===== src/rtl/drdy_pkg.sv =====
package drdy_pkg;
  // Saturating increment of the settling count.
  function automatic int settle_next(input int cnt, input int limit);
    return (cnt >= limit) ? limit : cnt + 1;
  endfunction

  // A tick completes settling when it is the limit-th tick since restart.
  function automatic bit tick_settles(input int cnt, input int limit);
    return (cnt + 1) >= limit;
  endfunction
endpackage


===== src/rtl/drdy_settle.sv =====
module drdy_settle #(
  parameter int SETTLE_TICKS = 3
) (
  input  logic clk,
  input  logic rst_n,
  input  logic sync_cmd,
  input  logic stby,
  input  logic rate_tick,
  output logic load_evt,
  output logic restart_evt
);
  import drdy_pkg::*;
  localparam int CW = $clog2(SETTLE_TICKS + 1);

  logic [CW-1:0] scnt;
  logic          stby_q;
  logic          stby_exit;

  assign stby_exit   = stby_q & ~stby;
  assign restart_evt = sync_cmd | stby_exit;
  assign load_evt    = rate_tick & ~stby & ~restart_evt
                       & tick_settles(int'(scnt), SETTLE_TICKS);

  always_ff @(posedge clk or negedge rst_n) begin
    if (!rst_n) begin
      scnt   <= '0;
      stby_q <= 1'b0;
    end else begin
      stby_q <= stby;
      if (restart_evt)
        scnt <= '0;
      else if (rate_tick && !stby)
        scnt <= CW'(settle_next(int'(scnt), SETTLE_TICKS));
    end
  end

  AST_SCNT_RANGE: assert property (@(posedge clk) disable iff (!rst_n)
    int'(scnt) <= SETTLE_TICKS);
  AST_RESTART_NO_LOAD: assert property (@(posedge clk) disable iff (!rst_n)
    restart_evt |=> !load_evt);
endmodule


===== src/rtl/drdy_flag.sv =====
module drdy_flag #(
  parameter int PULSE_CLKS = 500
) (
  input  logic clk,
  input  logic rst_n,
  input  logic load_evt,
  input  logic rd_stb,
  output logic rdy_n,
  output logic pulse_active
);
  localparam int PW = $clog2(PULSE_CLKS + 1);

  logic [PW-1:0] pcnt;

  assign pulse_active = (pcnt != '0);

  always_ff @(posedge clk or negedge rst_n) begin
    if (!rst_n) begin
      rdy_n <= 1'b1;
      pcnt  <= '0;
    end else if (rd_stb) begin
      rdy_n <= 1'b1;
      pcnt  <= '0;
    end else if (pulse_active) begin
      pcnt <= pcnt - PW'(1);
      if (pcnt == PW'(1)) rdy_n <= 1'b0;
    end else if (load_evt) begin
      if (!rdy_n) begin
        rdy_n <= 1'b1;
        pcnt  <= PW'(PULSE_CLKS);
      end else begin
        rdy_n <= 1'b0;
      end
    end
  end

  AST_READ_SETS_HIGH: assert property (@(posedge clk) disable iff (!rst_n)
    rd_stb |=> rdy_n);
  AST_UNREAD_PULSE: assert property (@(posedge clk) disable iff (!rst_n)
    (load_evt && !rdy_n && !rd_stb) |=> rdy_n);
  AST_PULSE_HIGH: assert property (@(posedge clk) disable iff (!rst_n)
    pulse_active |-> rdy_n);
endmodule


===== src/rtl/drdy_dreg.sv =====
module drdy_dreg #(
  parameter int DW = 16
) (
  input  logic          clk,
  input  logic          rst_n,
  input  logic          load_evt,
  input  logic [DW-1:0] sample_in,
  output logic [DW-1:0] data_q
);
  always_ff @(posedge clk or negedge rst_n) begin
    if (!rst_n)        data_q <= '0;
    else if (load_evt) data_q <= sample_in;
  end
endmodule


===== src/rtl/drdy_ctrl.sv =====
module drdy_ctrl #(
  parameter int DW           = 16,
  parameter int SETTLE_TICKS = 3,
  parameter int PULSE_CLKS   = 500
) (
  input  logic          clk,
  input  logic          rst_n,
  input  logic          sync_cmd,
  input  logic          stby,
  input  logic          rd_stb,
  input  logic          rate_tick,
  input  logic [DW-1:0] sample_in,
  output logic          rdy_n,
  output logic [DW-1:0] data_reg,
  output logic          wr_blocked
);
  logic load_evt;
  logic restart_evt;
  logic pulse_active;

  assign wr_blocked = ~rst_n;

  drdy_settle #(.SETTLE_TICKS(SETTLE_TICKS)) settle_i (
    .clk(clk), .rst_n(rst_n), .sync_cmd(sync_cmd), .stby(stby),
    .rate_tick(rate_tick), .load_evt(load_evt), .restart_evt(restart_evt)
  );

  drdy_flag #(.PULSE_CLKS(PULSE_CLKS)) flag_i (
    .clk(clk), .rst_n(rst_n), .load_evt(load_evt), .rd_stb(rd_stb),
    .rdy_n(rdy_n), .pulse_active(pulse_active)
  );

  drdy_dreg #(.DW(DW)) dreg_i (
    .clk(clk), .rst_n(rst_n), .load_evt(load_evt),
    .sample_in(sample_in), .data_q(data_reg)
  );

  AST_SYNC_KEEPS_LOW: assert property (@(posedge clk) disable iff (!rst_n)
    (sync_cmd && !rdy_n && !rd_stb) |=> !rdy_n);
  AST_SYNC_KEEPS_HIGH: assert property (@(posedge clk) disable iff (!rst_n)
    (sync_cmd && rdy_n && !pulse_active) |=> rdy_n);
  AST_STBY_HOLDS_DATA: assert property (@(posedge clk) disable iff (!rst_n)
    stby |=> $stable(data_reg));
endmodule


===== config.mk =====
export PLATFORM = sky130hd
export DESIGN_NAME = drdy_ctrl
export DESIGN_NICKNAME = d
export VERILOG_FILES = /design/src/rtl/drdy_pkg.sv /design/src/rtl/drdy_settle.sv /design/src/rtl/drdy_flag.sv /design/src/rtl/drdy_dreg.sv /design/src/rtl/drdy_ctrl.sv
export SDC_FILE = /design/constraint.sdc
export NUM_CORES = 1
export LEC_CHECK = 0
export BUFFER_PORTS_ARGS = -buffer_cell sky130_fd_sc_hd__buf_4
export CAP_MARGIN = 40
export CORE_MARGIN = 5
export CORE_UTILIZATION = 50
export CTS_CLUSTER_SIZE = 30
export DETAILED_ROUTE_END_ITERATION = 12
export GPL_TIMING_DRIVEN = 0
export PLACE_DENSITY = 0.85
export RECOVER_POWER = 100
export REMOVE_ABC_BUFFERS = 1
export SETUP_SLACK_MARGIN = 0.05
export SYNTH_ARGS = -nofsm -noshare
export SYNTH_HDL_FRONTEND = slang
export SYNTH_SLANG_ARGS = --single-unit

===== constraint.sdc =====
create_clock -name clk -period 2.49 [get_ports clk]
set_input_delay 0.249 -clock clk [delete_from_list [all_inputs] [get_ports clk]]
set_output_delay 0.249 -clock clk [all_outputs]
set_load 0.05 [all_outputs]

# Word-level counts from Yosys, hierarchy flattened
# Index checks and enable logic that the tools add are counted.
# Widths: inputs -> output; s select.
# op_classes
bitwise_logic,8
eq_ne,3
n_reduce_logical,7
addsub,2
shift,0
order_cmp,2
mux,12
mul,0
div,0
# op_table
op,n
$mux 9,4
$eq 9x1->1 const B,1
$reduce_bool 9->1,1
$sub 9x1->9 const B,1
$mux 2,3
$ne 3x3->1 const B,2
$mux 1,5
$and 1x1->1,4
$reduce_and 2->1,2
$add 2x1->3 const B,1
$ge 3x2->1 const B,1
$not 1->1,3
$reduce_bool 3->1,1
$ge 2x2->1 const B,1
$reduce_bool 2->1,1
$logic_and 1x1->1,1
$logic_not 1->1,1
$or 1x1->1,1
# word_totals
inputBits,22
latch_bits,0
reg_bits,29
n_memories,0
rom_bits,0
word_cells,39
ram_bits,0

# Depth between registers and ports, before layout
# Gate-level depths: netlist of the first run.
# logic_depth
ltp_word,9
depth_mapped,7
mapped_depth_nobuf,6

# Hierarchy
# Synthesis of the first run repeated with hierarchy kept, for this count alone.
# unflattened
cells_unflattened,109
hier_area_um2,1443.9
# by_module_without_submodules
module,cells_per_inst,area_each_um2,n_inst,seq_area_each_um2
drdy_dreg,34,649.4,1,400.4
drdy_flag,61,649.4,1,251.5
drdy_settle,13,141.4,1,75.1
drdy_ctrl,1,3.8,1,0.0

# Worst setup path before layout of the first run
# OpenSTA, ideal clock, no wires.
# synth_timing
path_type,flip-flop to flip-flop
start,register flag_i.pcnt[0]
end,register flag_i.pcnt[6]
synth_period_minus_slack_ns,1.927
t_arrival_ns,1.841
path_slack_ns,0.563
path_buffers,1
setup_ns,0.087
required_time_ns,2.403
path_stages_with_launch,8
path_cell_list,dfrtp_1 -> inv_1 -> ha_1 -> or4b_1 -> or2_1 -> buf_6 -> a21o_1 -> a211oi_2
# synth_via
elab_chain_len,3
# synth_rtl
item,line,rtl
start: declaration,drdy_flag.sv:13,logic [PW-1:0] pcnt;
start signal: assignment,drdy_flag.sv:25,pcnt <= pcnt - PW'(1);
start signal: assignment,drdy_flag.sv:30,pcnt <= PW'(PULSE_CLKS);
$sub 9x1->9 or $reduce_bool 9->1 (tied branches),"drdy_flag.sv:25, drdy_flag.sv:15",
$mux 9 (tied with other cells),drdy_flag.sv:24,end else if (pulse_active) begin
$mux 9 or $reduce_and 2->1 (tied branches),--,
# Parallel ways exist; a longest one is shown, timed or not.
# A chain may end at the register's enable or synchronous reset.

# Worst setup path in the final report of the first run
# layout_timing
start,register flag_i.pcnt[0]
end,register flag_i.pcnt[8]
# The elaborated chain is that of the path after synthesis.

==> reports/qor.csv, run 1 <==
metric,value,unit
p_per_area,989.1,nW/um^2
dpl_cell_area,1627,sq um
setup_viol,0,
fin_ws,0.3134,ns
cp-end-kind,register,
postSynth.asyncResetShare,1.000,
grt_use_met1,0.2065,
arrival,2.38,ns
grtUsageTotal,0.1649,
dp_hpwl,2.066,mm
p_total,1.629,mW
gp_congestion,0.9270,
wire_per_inst,15.14,microns
syn_to_final_growth,25.69,%
crit_path_start_kind,register,
synth-warning-count,0,
grt_use_met2,0.2644,
final_cells,183,
r2r_cells,6,
final_cell_area,1647,sq um
netlist_area,1310,sq um
ios,40,
ys_ff_latch,29,
post_cts_resize_count,0,
die_area,3744,sq um
outcome,"finished, final reports clean",
worst_ep_required_time,2.70,ns
top_usage_layer,met2,
cts.path.max_buffers,2,
r2r_end,flag_i.pcnt[8]$_DFFE_PN0P_,
initial_core_util,0.5240,
vias,1006,
skew,0.01533,ns
r2r_start,flag_i.pcnt[0]$_DFFE_PN0P_,
finish.utilization,0.6587,
cts_tree,built,
p_leak,0.7670,nW
io_buffers,39,
fp.coreArea,2500,sq um
whs_path_depth,2,
max_slew.worst_pin.slew,0.7125,ns
slew_violations,0,
rows,18,
drt_first_pass_iters,4,
pre_cts_ws,0.4044,ns
min_period,2.177,ns
ys_top_cells_by_area,"dfrtp_1 53%, mux2_2 14%, ha_1 2.9%, a21oi_1 2.3%, dfstp_2 2.0%",
final_nets,177,
postCtsHoldBufs,1,
clk_pin_slew,0.09,ns
peakVddDrop,0.0006145,V
vias_per_cell,5.497,
drc,0,
setup_tns,0,ns
grt_overflow,0,
cts_root_buf,clkbuf_4,
rrSetupSlack,0.31,ns
die_w,61.19,microns
drive_gt1_frac,0.3333,
grtUsageMet3,0.05451,
nFillCells,196,
min_to,settle_i.scnt[0]$_DFFE_PN0P_,
htree_levels,2,
hold_class,in -> reg,
grt_start_max_net_pins,31,
clock_sinks,29,
die_h,61.19,microns
ys.flop_type,dfrtp_1,
critPathLaunch,flag_i.pcnt[0]$_DFFE_PN0P_,
worstSetupPathType,reg -> reg,
hold_viol,0,
multiInputGateArea,534.3,sq um
synth-edff-count,0,
clk_latency,0.34,ns
cap_violations,0,
hold_ws,0.1058,ns
numCtsBuffers,5,
syn_inst,107,
max-slew-margin-rel,0.5240,
critPathMaxFanout,6,
grt_pass1_vias,1004,
syn-mean-instance-area,12.24,sq um
rsz0062_at_grt,no,
finalWirelength,2.770,mm
fin_crit_sh,0.8741,
synth_seq_area_share,0.5549,
first_iter_violations,58,
dp_cells,174,
regArea,726.9,sq um
synth_top_cell_by_area,dfrtp_1,
drtAntennaViolNets,0,
yosysUniqueCellTypes,34,
grt_pass1_wl,4.478,mm
cts_setup_buffers,0,
hold_start,sync_cmd,
max_freq,459.4,MHz
antenna_cells,0,
synth_top_area_share,0.5349,
antenna_found_initial,0,
per-layer routing:
metal,vias to the layer above,part of all wire
met5,-,0
met4,0,0.017
met3,7,0.11
met2,45,0.46
met1,477,0.41
li1,477,-
area by class of cell:
type	count	share of cell area
Clock buffer	6	0.03116
Clock inverter	2	0.02280
Inverter	6	0.01368
Multi-Input combinational cell	69	0.3245
Sequential cell	29	0.4415
Tap cell	30	0.02280
Timing Repair Buffer	41	0.1436
cells by family after synthesis:
group,synth area share
and+or+nand+nor,0.1184
AOI/OAI and AO/OA,0.1060
buffers and inverters,0.03343
muxes,0.1452
adders and majority gates,0.02866
xor gates and xnor gates,0.01337
DFF,0.5549
sequential cells by signal, indices dropped and copies added, names as in the netlist:
name,flops
settle_i.scnt,2
flag_i.rdy_n,1
settle_i.stby_q,1
dreg_i.data_q,16
flag_i.pcnt,9
synth_stat cells, types with 2 or more instances:
library cell / instances
o21ai_0: 4
buf_2: 2
xnor2_1: 2
a31oi_1: 2
mux2_2: 16
nor2b_1: 2
dfrtp_1: 28
nand2_1: 2
or4_1: 3
nor3_1: 3
a21oi_1: 6
nor2_1: 7
o31ai_1: 2
ha_1: 3
inv_1: 6
worst max path at each step:
stage | depth (start not counted) | slack, ns | to
2_1_floorplan | 6 | 0.60 | flag_i.pcnt[6]$_DFFE_PN0P_
4_1_cts | 6 | 0.39 | flag_i.pcnt[7]$_DFFE_PN0P_
5_1_grt | 6 | 0.16 | flag_i.pcnt[5]$_DFFE_PN0P_
3_3_place_gp | 4 | 0.43 | dreg_i.data_q[15]$_DFFE_PN0P_
3_5_place_dp | 6 | 0.40 | flag_i.pcnt[7]$_DFFE_PN0P_
6_report | 6 | 0.31 | flag_i.pcnt[8]$_DFFE_PN0P_
worst max-delay path: stages, from the launching register on:
cell	delay [ns]
dfrtp_1	0.41
inv_1	0.14
ha_1	0.18
or4b_1	0.53
or2_0	0.39
o21ai_2	0.34
a21oi_1	0.07
placed cells by master (no fill, tap or decap), types with 4 or more instances in the layout:
master / count
buf_4: 20
dfrtp_1: 28
inv_1: 6
clkbuf_1: 19
a21oi_1: 6
nor2_1: 7
o21ai_0: 4
clkbuf_4: 5
mux2_2: 16
power by group:
part / switching [mW] / internal [mW]
registers: 0.0791 / 0.562
clock network: 0.172 / 0.239
logic: 0.351 / 0.226
Power figures use the tool's default switching activity.
==> run 2: changes to the inputs <==
--- a/config.mk
+++ b/config.mk
@@ -5,14 +5,15 @@
 export SDC_FILE = /design/constraint.sdc
 export NUM_CORES = 1
 export LEC_CHECK = 0
-export BUFFER_PORTS_ARGS = -buffer_cell sky130_fd_sc_hd__buf_4
+export ABC_AREA = 1
 export CAP_MARGIN = 40
 export CORE_MARGIN = 5
-export CORE_UTILIZATION = 50
+export CORE_UTILIZATION = 61
 export CTS_CLUSTER_SIZE = 30
 export DETAILED_ROUTE_END_ITERATION = 12
+export DONT_BUFFER_PORTS = 1
 export GPL_TIMING_DRIVEN = 0
-export PLACE_DENSITY = 0.85
+export PLACE_DENSITY = 0.84
 export RECOVER_POWER = 100
 export REMOVE_ABC_BUFFERS = 1
 export SETUP_SLACK_MARGIN = 0.05
==> reports/qor.csv, run 2 <==
metric,value,unit,change
p_leak,0.8775,nW,was 0.7670 nW
arrival,2.04,ns,was 2.38 ns
path_buf_inv,2,,was 1
gp_congestion,0.8106,,was 0.9270
numCtsBuffers,5,,unchanged
final_cells,217,,was 183
rrSetupSlack,0.74,ns,was 0.31 ns
grt_pass1_vias,1224,,was 1004
postCtsHoldBufs,3,,was 1
synth-edff-count,0,,unchanged
ios,40,,unchanged
initial_core_util,0.6493,,was 0.5240
drtAntennaViolNets,0,,unchanged
yosysUniqueCellTypes,23,,was 34
post_cts_resize_count,0,,unchanged
max_freq,571.4,MHz,was 459.4 MHz
synth_mux_area_frac,0,,was 0.1452
drt_first_pass_iters,4,,unchanged
crit_path_start_kind,register,,unchanged
crit_slowest_cell,dfrtp_1,,was or4b_1
synth_compound_area_frac,0.04573,,was 0.1060
clk_pin_slew,0.10,ns,was 0.09 ns
cts_tree,built,,unchanged
final_cell_mix,"73 x nand2_1, 28 x dfrtp_1, 23 x nor2_1",,"was 28 x dfrtp_1, 20 x buf_4, 19 x clkbuf_1"
top_usage_layer,met2,,unchanged
vias_per_cell,5.253,,was 5.497
p_clk_frac,0.229,,was 0.252
top_regs,"dreg_i.data_q x16, flag_i.pcnt x9, settle_i.scnt x2",,unchanged
synthAdderAreaFrac,0.02588,,was 0.02865
drc,0,,unchanged
syn-mean-instance-area,8.147,sq um,was 12.24 sq um
clock_sinks,29,,unchanged
antenna_cells,0,,unchanged
largest_reg_flops,16,,unchanged
slowest_delay,0.39,ns,was 0.53 ns
grt_overflow,0,,unchanged
hold_start,sample_in[9],,was sync_cmd
outcome,"finished, violations left",,"was finished, final reports clean"
syn_to_final_growth,7.852,%,was 25.69%
peakVddDrop,0.0007690,V,was 0.0006145 V
min_period,1.750,ns,was 2.177 ns
dp_cells,204,,was 174
final_nets,213,,was 177
regMostFlops,dreg_i.data_q,,unchanged
min_to,dreg_i.data_q[9]$_DFFE_PN0P_,,was settle_i.scnt[0]$_DFFE_PN0P_
fin_ws,0.7399,ns,was 0.3134 ns
yosys.area_share.simple,0.3615,,was 0.1184
failed_checks,max-capacitance violations,,
intPower,0.9795,mW,was 1.026 mW
synth-warning-count,0,,unchanged
antenna_found_initial,0,,unchanged
p_total,1.721,mW,was 1.629 mW
hold_viol,0,,unchanged
synth_xor_area_frac,0.006040,,was 0.01337
path_delay_family,simple AND/OR/NAND/NOR gates,,unchanged
netlist_area,1450,sq um,was 1310 sq um
htree_levels,2,,unchanged
grt_use_met2,0.3454,,was 0.2644
max-slew-margin-rel,0.004120,,was 0.5240
r2r_end,flag_i.rdy_n$_DFFE_PN1P_,,was flag_i.pcnt[8]$_DFFE_PN0P_
p_comb_frac,0.345,,was 0.354
die_w,58.76,microns,was 61.19 microns
grt_pass1_wl,5.292,mm,was 4.478 mm
skew,0.002227,ns,was 0.01533 ns
ys.flop_type,dfrtp_1,,unchanged
r2r_cells,10,,was 6
critPathMaxFanout,7,,was 6
pwr-share-seq,0.426,,was 0.393
slew_violations,0,,unchanged
path_cells,inv_1 > ha_1 > inv_1 > nor2_1 > nand2_1 > nor2_1 > nand3_1 > nand2_1 > nand2_1 > nand2_1,,was inv_1 > ha_1 > or4b_1 > or2_0 > o21ai_2 > a21oi_1
grtUsageTotal,0.2091,,was 0.1649
p_sw_frac,0.4310,,was 0.3698
postSynth.asyncResetShare,1.000,,unchanged
grt_use_met1,0.2158,,was 0.2065
final_common_cell,nand2_1,,was dfrtp_1
fin_crit_sh,0.7028,,was 0.8741
dpl_cell_area,1466,sq um,was 1627 sq um
hold_class,in -> reg,,unchanged
synth_top_family_by_area,simple AND/OR/NAND/NOR gates,,was multiplexers
clk_latency,0.34,ns,about the same
fp.coreArea,2233,sq um,was 2500 sq um
setup_viol,0,,unchanged
r2r_start,flag_i.pcnt[0]$_DFFE_PN0P_,,unchanged
setup_tns,0,ns,unchanged
pre_cts_ws,0.9915,ns,was 0.4044 ns
cap_violations,1,,was 0
rows,17,,was 18
finalWirelength,3.211,mm,was 2.770 mm
grt_start_max_net_pins,30,,was 31
cts.path.max_buffers,2,,unchanged
die_area,3452,sq um,was 3744 sq um
cts_setup_buffers,0,,unchanged
cts_root_buf,clkbuf_4,,unchanged
whs_path_depth,2,,unchanged
max_slew.worst_pin.slew,1.494,ns,was 0.7125 ns
ys_top_cells_by_area,"dfrtp_1 48%, nand2_1 18%, nor2_1 5.4%, inv_1 4.1%, nand2_4 3.1%",,"was dfrtp_1 53%, mux2_2 14%, ha_1 2.9%, a21oi_1 2.3%, dfstp_2 2.0%"
worstSetupPathType,reg -> reg,,unchanged
cp_common_cell,nand2_1,,
first_iter_violations,38,,was 58
synth_seq_area_share,0.5013,,was 0.5549
io_buffers,0,,was 39
wire_per_inst,14.80,microns,was 15.14 microns
worst_ep_required_time,2.78,ns,was 2.70 ns
syn_inst,178,,was 107
switchingPower,0.7418,mW,was 0.6023 mW
cp-end-kind,register,,unchanged
drive_gt1_frac,0.1005,,was 0.3333
grtUsageMet3,0.08991,,was 0.05451
synth.most_common_cell,nand2_1,,was dfrtp_1
dp_hpwl,2.192,mm,was 2.066 mm
p_per_area,1101,nW/um^2,was 989.1 nW/um^2
rsz0062_at_grt,no,,unchanged
die_h,58.76,microns,was 61.19 microns
vias,1140,,was 1006
synth_commonest_cells,"69 x nand2_1, 28 x dfrtp_1, 21 x nor2_1",,"was 28 x dfrtp_1, 16 x mux2_2, 7 x nor2_1"
final_cell_area,1564,sq um,was 1647 sq um
synth_top_cell_by_area,dfrtp_1,,unchanged
ys_ff_latch,29,,unchanged
synth_top_area_share,0.4832,,was 0.5349
[run 2: stage by stage]
step,hold slack (ns),utilization
finish,0.01005,0.7003
global route,0.005345,0.7003
CTS,0.00004696,0.7120
detailed placement,-0.04613,0.6566
global placement,-0.04603,0.6566
floorplan,-0.04659,-
[run 2: routing by layer]
layer / vias to the layer above / part of all wire
met5: - / 0
met4: 0 / 0.023
met3: 8 / 0.070
met2: 40 / 0.52
met1: 532 / 0.38
li1: 560 / -
[run 2: layout make-up]
class / count / area [sq um]
tap: 28 / 35.03
inverter: 18 / 67.56
timing repair buffer: 5 / 43.79
clock buffer: 5 / 37.54
multi-input combinational: 129 / 606.8
fill: 180 / 669.4
sequential: 29 / 726.9
clock inverter: 3 / 46.29
[run 2: cell families after synthesis]
logic type	Yosys count
adders and majority gates	3
AOI/OAI and AO/OA	12
DFF	29
xor gates and xnor gates	1
buffers and inverters	20
and+or+nand+nor	113
[run 2: power by group through the flow]
stage          registers (mW)  logic, mW  clock network (mW)
2_1_floorplan           0.723      0.500                   0
3_3_place_gp            0.737      0.569                   0
3_5_place_dp            0.743      0.607                   0
4_1_cts                 0.736      0.629               0.397
5_1_grt                 0.744      0.679               0.429
6_report                0.733      0.594               0.394
[run 2: how the worst max path moves through the flow]
stage	cells after the start	endpoint	from	slack, ns
after global placement	9	flag_i.pcnt[4]$_DFFE_PN0P_	flag_i.pcnt[0]$_DFFE_PN0P_	1.04
after global routing	2	flag_i.pcnt[0]$_DFFE_PN0P_	rst_n	0.45
after detailed placement	9	flag_i.pcnt[4]$_DFFE_PN0P_	flag_i.pcnt[0]$_DFFE_PN0P_	0.99
after CTS	10	flag_i.rdy_n$_DFFE_PN1P_	flag_i.pcnt[0]$_DFFE_PN0P_	0.97
final	10	flag_i.rdy_n$_DFFE_PN1P_	flag_i.pcnt[0]$_DFFE_PN0P_	0.74
after floorplan	9	flag_i.pcnt[4]$_DFFE_PN0P_	flag_i.pcnt[0]$_DFFE_PN0P_	1.16
